File: src/rtl/kmx_pkg.sv
package kmx_pkg;
  // Strobes from the control half to the datapath half
  typedef struct packed {
    logic push;   // store evtData at the write pointer
    logic pop;    // apply the head event this cycle
    logic clear;  // release all keys
  } kmxStrb_t;
endpackage

File: src/rtl/kmx_ctrl.sv
module kmx_ctrl
  import kmx_pkg::*;
#(
  parameter int QDEPTH   = 16,
  parameter int TICK_DIV = 1562500,
  localparam int PW = $clog2(QDEPTH),
  localparam int CW = $clog2(QDEPTH + 1),
  localparam int DW = (TICK_DIV > 1) ? $clog2(TICK_DIV) : 1
) (
  input  logic          clk,
  input  logic          rstN,
  input  logic          evtValid,
  input  logic          clearAll,
  output kmxStrb_t      strb,
  output logic [PW-1:0] wrPtr,
  output logic [PW-1:0] rdPtr,
  output logic [CW-1:0] qCount,
  output logic          overflow
);
  logic [DW-1:0] divCnt;
  logic          tick;
  logic          qFull;

  function automatic logic [PW-1:0] nextPtr(input logic [PW-1:0] p);
    return (p == PW'(QDEPTH - 1)) ? '0 : p + PW'(1);
  endfunction

  assign tick  = (divCnt == DW'(TICK_DIV - 1));
  assign qFull = (qCount == CW'(QDEPTH));

  always_comb begin
    strb.clear = clearAll;
    strb.push  = evtValid & ~qFull & ~clearAll;
    strb.pop   = tick & (qCount != '0) & ~clearAll;
  end

  always_ff @(posedge clk) begin
    if (!rstN) divCnt <= '0;
    else if (tick) divCnt <= '0;
    else divCnt <= divCnt + DW'(1);
  end

  always_ff @(posedge clk) begin
    if (!rstN || clearAll) begin
      wrPtr  <= '0;
      rdPtr  <= '0;
      qCount <= '0;
    end else begin
      if (strb.push) wrPtr <= nextPtr(wrPtr);
      if (strb.pop)  rdPtr <= nextPtr(rdPtr);
      case ({strb.push, strb.pop})
        2'b10:   qCount <= qCount + CW'(1);
        2'b01:   qCount <= qCount - CW'(1);
        default: qCount <= qCount;
      endcase
    end
  end

  always_ff @(posedge clk) begin
    if (!rstN) overflow <= 1'b0;
    else if (evtValid && qFull && !clearAll) overflow <= 1'b1;
  end
endmodule

File: src/rtl/kmx_datapath.sv
module kmx_datapath
  import kmx_pkg::*;
#(
  parameter int QDEPTH      = 16,
  parameter int NUM_STROBE  = 11,
  parameter int NUM_SENSE   = 7,
  parameter int NUM_SPECIAL = 5,
  localparam int PW = $clog2(QDEPTH)
) (
  input  logic                   clk,
  input  logic                   rstN,
  input  kmxStrb_t               strb,
  input  logic [PW-1:0]          wrPtr,
  input  logic [PW-1:0]          rdPtr,
  input  logic [7:0]             evtData,
  input  logic [NUM_STROBE-1:0]  strobeIn,
  input  logic [7:0]             mapCode,
  input  logic                   mapValid,
  output logic [6:0]             mapAddr,
  output logic [NUM_SENSE-1:0]   senseOut,
  output logic [NUM_SPECIAL-1:0] specialOut
);
  logic [7:0]            qMem [QDEPTH];
  logic [7:0]            headByte;
  logic                  isRelease;
  logic [3:0]            codeRow;
  logic [3:0]            codeCol;
  logic                  keyHit;
  logic                  spHit;
  logic [NUM_STROBE-1:0] colOneHot;
  logic [NUM_STROBE-1:0] rowMask [NUM_SENSE];

  always_ff @(posedge clk) begin
    if (strb.push) qMem[wrPtr] <= evtData;
  end

  assign headByte  = qMem[rdPtr];
  assign mapAddr   = headByte[6:0];
  assign isRelease = headByte[7];
  assign codeRow   = mapCode[7:4];
  assign codeCol   = mapCode[3:0];

  assign keyHit = strb.pop & mapValid & (codeRow < 4'(NUM_SENSE))
                  & (codeCol < 4'(NUM_STROBE));
  assign spHit  = strb.pop & mapValid & (codeRow == 4'(NUM_SENSE))
                  & (codeCol < 4'(NUM_SPECIAL));
  assign colOneHot = NUM_STROBE'(1) << codeCol;

  for (genvar r = 0; r < NUM_SENSE; r++) begin : g_row
    always_ff @(posedge clk) begin
      if (!rstN || strb.clear) rowMask[r] <= '0;
      else if (keyHit && codeRow == 4'(r))
        rowMask[r] <= isRelease ? (rowMask[r] & ~colOneHot)
                                : (rowMask[r] | colOneHot);
    end
    assign senseOut[r] = |(rowMask[r] & strobeIn);
  end

  for (genvar s = 0; s < NUM_SPECIAL; s++) begin : g_special
    always_ff @(posedge clk) begin
      if (!rstN) specialOut[s] <= 1'b0;
      else if (spHit && codeCol == 4'(s)) specialOut[s] <= ~isRelease;
    end
  end
endmodule

File: src/rtl/kmx_top.sv
module kmx_top
  import kmx_pkg::*;
#(
  parameter int QDEPTH      = 16,
  parameter int TICK_DIV    = 1562500,
  parameter int NUM_STROBE  = 11,
  parameter int NUM_SENSE   = 7,
  parameter int NUM_SPECIAL = 5,
  localparam int PW = $clog2(QDEPTH),
  localparam int CW = $clog2(QDEPTH + 1)
) (
  input  logic                   clk,
  input  logic                   rstN,
  input  logic [NUM_STROBE-1:0]  strobeIn,
  input  logic                   evtValid,
  input  logic [7:0]             evtData,
  input  logic                   clearAll,
  output logic [6:0]             mapAddr,
  input  logic [7:0]             mapCode,
  input  logic                   mapValid,
  output logic [NUM_SENSE-1:0]   senseOut,
  output logic [NUM_SPECIAL-1:0] specialOut,
  output logic                   overflow
);
  kmxStrb_t      ctlStrb;
  logic [PW-1:0] wrPtr;
  logic [PW-1:0] rdPtr;
  logic [CW-1:0] qCount;

  kmx_ctrl #(.QDEPTH(QDEPTH), .TICK_DIV(TICK_DIV)) u_ctrl (
    .clk(clk), .rstN(rstN), .evtValid(evtValid), .clearAll(clearAll),
    .strb(ctlStrb), .wrPtr(wrPtr), .rdPtr(rdPtr), .qCount(qCount),
    .overflow(overflow)
  );

  kmx_datapath #(
    .QDEPTH(QDEPTH), .NUM_STROBE(NUM_STROBE),
    .NUM_SENSE(NUM_SENSE), .NUM_SPECIAL(NUM_SPECIAL)
  ) u_dp (
    .clk(clk), .rstN(rstN), .strb(ctlStrb), .wrPtr(wrPtr), .rdPtr(rdPtr),
    .evtData(evtData), .strobeIn(strobeIn), .mapCode(mapCode),
    .mapValid(mapValid), .mapAddr(mapAddr), .senseOut(senseOut),
    .specialOut(specialOut)
  );
endmodule

File: config.mk
export PLATFORM = sky130hd
export DESIGN_NAME = kmx_top
export DESIGN_NICKNAME = d
export VERILOG_FILES = /design/src/rtl/kmx_pkg.sv /design/src/rtl/kmx_ctrl.sv /design/src/rtl/kmx_datapath.sv /design/src/rtl/kmx_top.sv
export SDC_FILE = /design/constraint.sdc
export NUM_CORES = 1
export LEC_CHECK = 0
export BUFFER_PORTS_ARGS = -buffer_cell sky130_fd_sc_hd__buf_2
export CAP_MARGIN = 40
export CORE_ASPECT_RATIO = 1.2
export CORE_MARGIN = 4
export CORE_UTILIZATION = 66
export CTS_CLUSTER_SIZE = 14
export DETAILED_ROUTE_END_ITERATION = 12
export PLACE_DENSITY = 0.91
export SLEW_MARGIN = 20
export SYNTH_ARGS = -nofsm -noshare
export SYNTH_HDL_FRONTEND = slang
export SYNTH_HIERARCHICAL = 1
export SYNTH_SLANG_ARGS = --single-unit
export TNS_END_PERCENT = 50
File: constraint.sdc
create_clock -name clk -period 7.5 [get_ports clk]
set_input_delay 0.375 -clock clk [delete_from_list [all_inputs] [get_ports clk]]
set_output_delay 0.375 -clock clk [all_outputs]
set_load 0.01 [all_outputs]
==> reports/metrics.yaml <==
pwr:
  clkPwrFrac: 0.421
  power_frac_comb: 0.043
  intPower_mw: 2.22
  p_leak_nw: 4.10
  power.density_cell_area_nw_per_um2: 230
  pwr-share-seq: 0.536
  p_switching_uw: 591
  swShare: 0.210
  vdd_drop_max_mv: 0.228
  fin_total_pwr_mw: 2.81
placed_design:
  gp_congestion: 0.934
  dp_hpwl_um: 17400
  numPortBuffers: 51
die:
  rows: 51
  start_util: 0.671
  die_area_sq_um: 18600
  die_w_um: 125
  die_h_um: 149
  core-area_sq_um: 16200
  ioPinCount: 52
logic_synthesis:
  synth.distinct_cells: 63
  async_reset_ff_frac: 0
  synth_cells: 786
  synth_edf_count: 205
  ys_ff_latch: 245
  yosys_warnings: 6
  syn_avg_cell_area_sq_um: 13.8
  ys_seq_area_frac: 0.640
  yosys_most_used_dff: "edfxtp_1"
  mappedNetlistArea_sq_um: 10900
  synth.net_count: 826
timing:
  rsz0062_at_grt: "no"
  slew-limit-headroom: 0.423
  setup_viol: 0
  fin_crit_ns: 3.55
  max_freq_ghz: 0.281
  fin_crit_sh: 0.474
  hold_violations: 0
  worst_pin_slew_ns: 0.862
  tns_ns: 0
  finalClockSkew_ns: 0.0232
  drv_slew: 0
cts:
  clockRootBuffer: "clkbuf_16"
  postCtsSetupBuffers: 0
  cts_sinks: 245
  insertion_delay_ns: 0.53
  clkSlewWorstSetupHoldPaths_ns: 0.06
  htree_levels: 1
  ctsResizeCount: 0
  cts_tree: "done"
  cts_buffers: 24
  clockBufferDepth: 3
  cts_hold_buffers: 0
critical_path:
  r2r-end: "u_ctrl/qCount[4]"
  rrSetupSlack_ns: 3.95
  cp_common_cell: "ha_1"
  crit_cells: 10
  required_ns: 7.90
  cpPeakStageDelay_ns: 0.53
  slowest_stage: "or4b_4"
  path_buf_inv: 0
  r2r_cells: 10
  crit_arrival_ns: 3.96
  worstSetupPathType: "reg -> reg"
  crit_family: "adder cells"
  crit_fanout: 9
  crit_path_end: "u_ctrl/qCount[4]"
  critPathLaunchType: "flop"
  cp-startpoint: "u_ctrl/divCnt[1]"
  cp_cell_sequence: "ha_1 > or4b_4 > a211o_4 > nor3_1 > ha_1 > ha_1 > a21o_1 > a21oi_1 > mux2i_1 > mux2_2"
  endpoint_kind: "flop"
  regToRegStartpoint: "u_ctrl/divCnt[1]"
detailed_routing:
  viasPerCell: 6.94
  first_pass_iters: 8
  routed-via-count: 7594
  antenna_left: 0
  route.met3.wl_um: 2920
  drt_iter0_markers: 1183
  drc_errors: 0
  top_layer: "met4"
  routed_wl_um: 27700
  drt-wirelength-per-cell_um: 25.4
  drt-met1-wl_um: 8970
  wl_met2_um: 14400
global_route:
  grt_max_degree: 28
  grt_pass1_vias: 7210
  antenna_found_initial: 0
  gr-usage-all-layers: 0.293
  grt-ovfl-total: 0
  grt_pass1_wl_um: 41400
final_layout:
  area_delta_synth_final_pct: 12.4
  multiInputGateArea_sq_um: 3690
  final-seq-area_sq_um: 6960
  diodes: 0
  layout-drive-gt1-share: 0.200
  num-fill-cells: 923
  final_nets: 904
status:
  status: "finished, final reports clean"
flow_run:
  drv_cap: 0
min_path:
  hold_path.startpoint: "rstN"
  hp-class: "in -> reg"
  holdPathStages: 2
[metrics by stage]
stage / std cells / util / hold WS (ns) / instance area [sq um] / setup slack (ns)
finish: 1094 / 0.754 / 0.184 / 12200 / 3.95
global route: 1094 / 0.754 / 0.177 / 12200 / 3.79
CTS: 1091 / 0.752 / 0.167 / 12200 / 3.99
detailed placement: 1047 / 0.704 / 0.456 / 11400 / 4.10
global placement: 1034 / 0.698 / 0.438 / 11300 / 4.18
floorplan: 786 / - / 0.425 / 10900 / 4.12
[metal layers]
layer / global-route usage / vias up
met4: 0.129 / 0
met5: 0 / -
met2: 0.519 / 552
li1: - / 3250
met1: 0.351 / 3660
met3: 0.0553 / 132
[cell usage after synthesis (7+ instances only)]
| library cell | instances | area [sq um] |
|---|---|---|
| a21oi_1 | 85 | 425 |
| a21oi_2 | 7 | 61.3 |
| a222oi_1 | 7 | 70.1 |
| a22oi_1 | 18 | 135 |
| buf_2 | 12 | 60.1 |
| buf_6 | 7 | 78.8 |
| dfxtp_1 | 40 | 801 |
| edfxtp_1 | 205 | 6160 |
| ha_1 | 7 | 87.6 |
| inv_1 | 9 | 33.8 |
| mux2i_1 | 12 | 120 |
| mux4_2 | 29 | 653 |
| nand2_1 | 111 | 417 |
| nand3_1 | 18 | 90.1 |
| nand4_1 | 15 | 93.8 |
| nand4_4 | 7 | 149 |
| nor2_1 | 44 | 165 |
| nor2b_1 | 9 | 56.3 |
| o21ai_0 | 13 | 65.1 |
| o31ai_1 | 8 | 60.1 |
| or4_1 | 7 | 52.6 |
| xor2_1 | 12 | 105 |
[cells by family (layout without fill, tap and decap cells)]
kind of cell,after synthesis,after routing,synth area share
muxes,48,48,0.0866
buffers and inverters,38,134,0.0215
adders and majority gates,8,8,0.00989
and+or+nand+nor,260,260,0.128
AOI/OAI and AO/OA,171,171,0.101
DFF,245,245,0.640
xor gates and xnor gates,16,16,0.0129
[final cells by class]
cell class | count | share of cell area
Sequential cell | 245 | 0.569
Clock buffer | 29 | 0.0532
Timing Repair Buffer | 81 | 0.0403
Clock inverter | 15 | 0.0107
Tap cell | 212 | 0.0217
Inverter | 9 | 0.00276
Multi-Input combinational cell | 503 | 0.302
[power groups by stage]
stage               clock network, mW  logic, mW  registers (mW)
floorplan                           0     0.0615            1.53
global placement                    0      0.112            1.53
detailed placement                  0      0.114            1.53
CTS                              1.20      0.117            1.50
global route                     1.26      0.128            1.51
finish                           1.18      0.120            1.51
[state kept, by name, indices dropped and copies added (netlist names)]
register	count
u_ctrl/qCount	5
u_dp/rowMask	77
u_ctrl/wrPtr	4
u_ctrl/rdPtr	4
u_ctrl/divCnt	21
u_dp/specialOut	5
u_ctrl/overflow	1
u_dp/qMem	128
[worst min-delay path by stage]
stage	to	slack [ns]
2_1_floorplan	u_ctrl/divCnt[0]	0.43
3_3_place_gp	u_ctrl/divCnt[0]	0.44
3_5_place_dp	u_ctrl/divCnt[0]	0.46
4_1_cts	u_ctrl/overflow	0.17
5_1_grt	u_ctrl/overflow	0.18
6_report	u_ctrl/overflow	0.18
[cells in the final DEF, fill, tap and decap left out, types with 9 or more instances in the layout]
cell type and count:
edfxtp_1 205, nand2_1 111, a21oi_1 85, buf_2 52, nor2_1 44, dfxtp_1 39
mux4_2 29, clkbuf_16 25, buf_4 25, nand3_1 18, a22oi_1 18, nand4_1 15
o21ai_0 13, mux2i_1 12, xor2_1 12, inv_1 9, nor2b_1 9
Note: power is estimated with default switching activity, not from simulation.
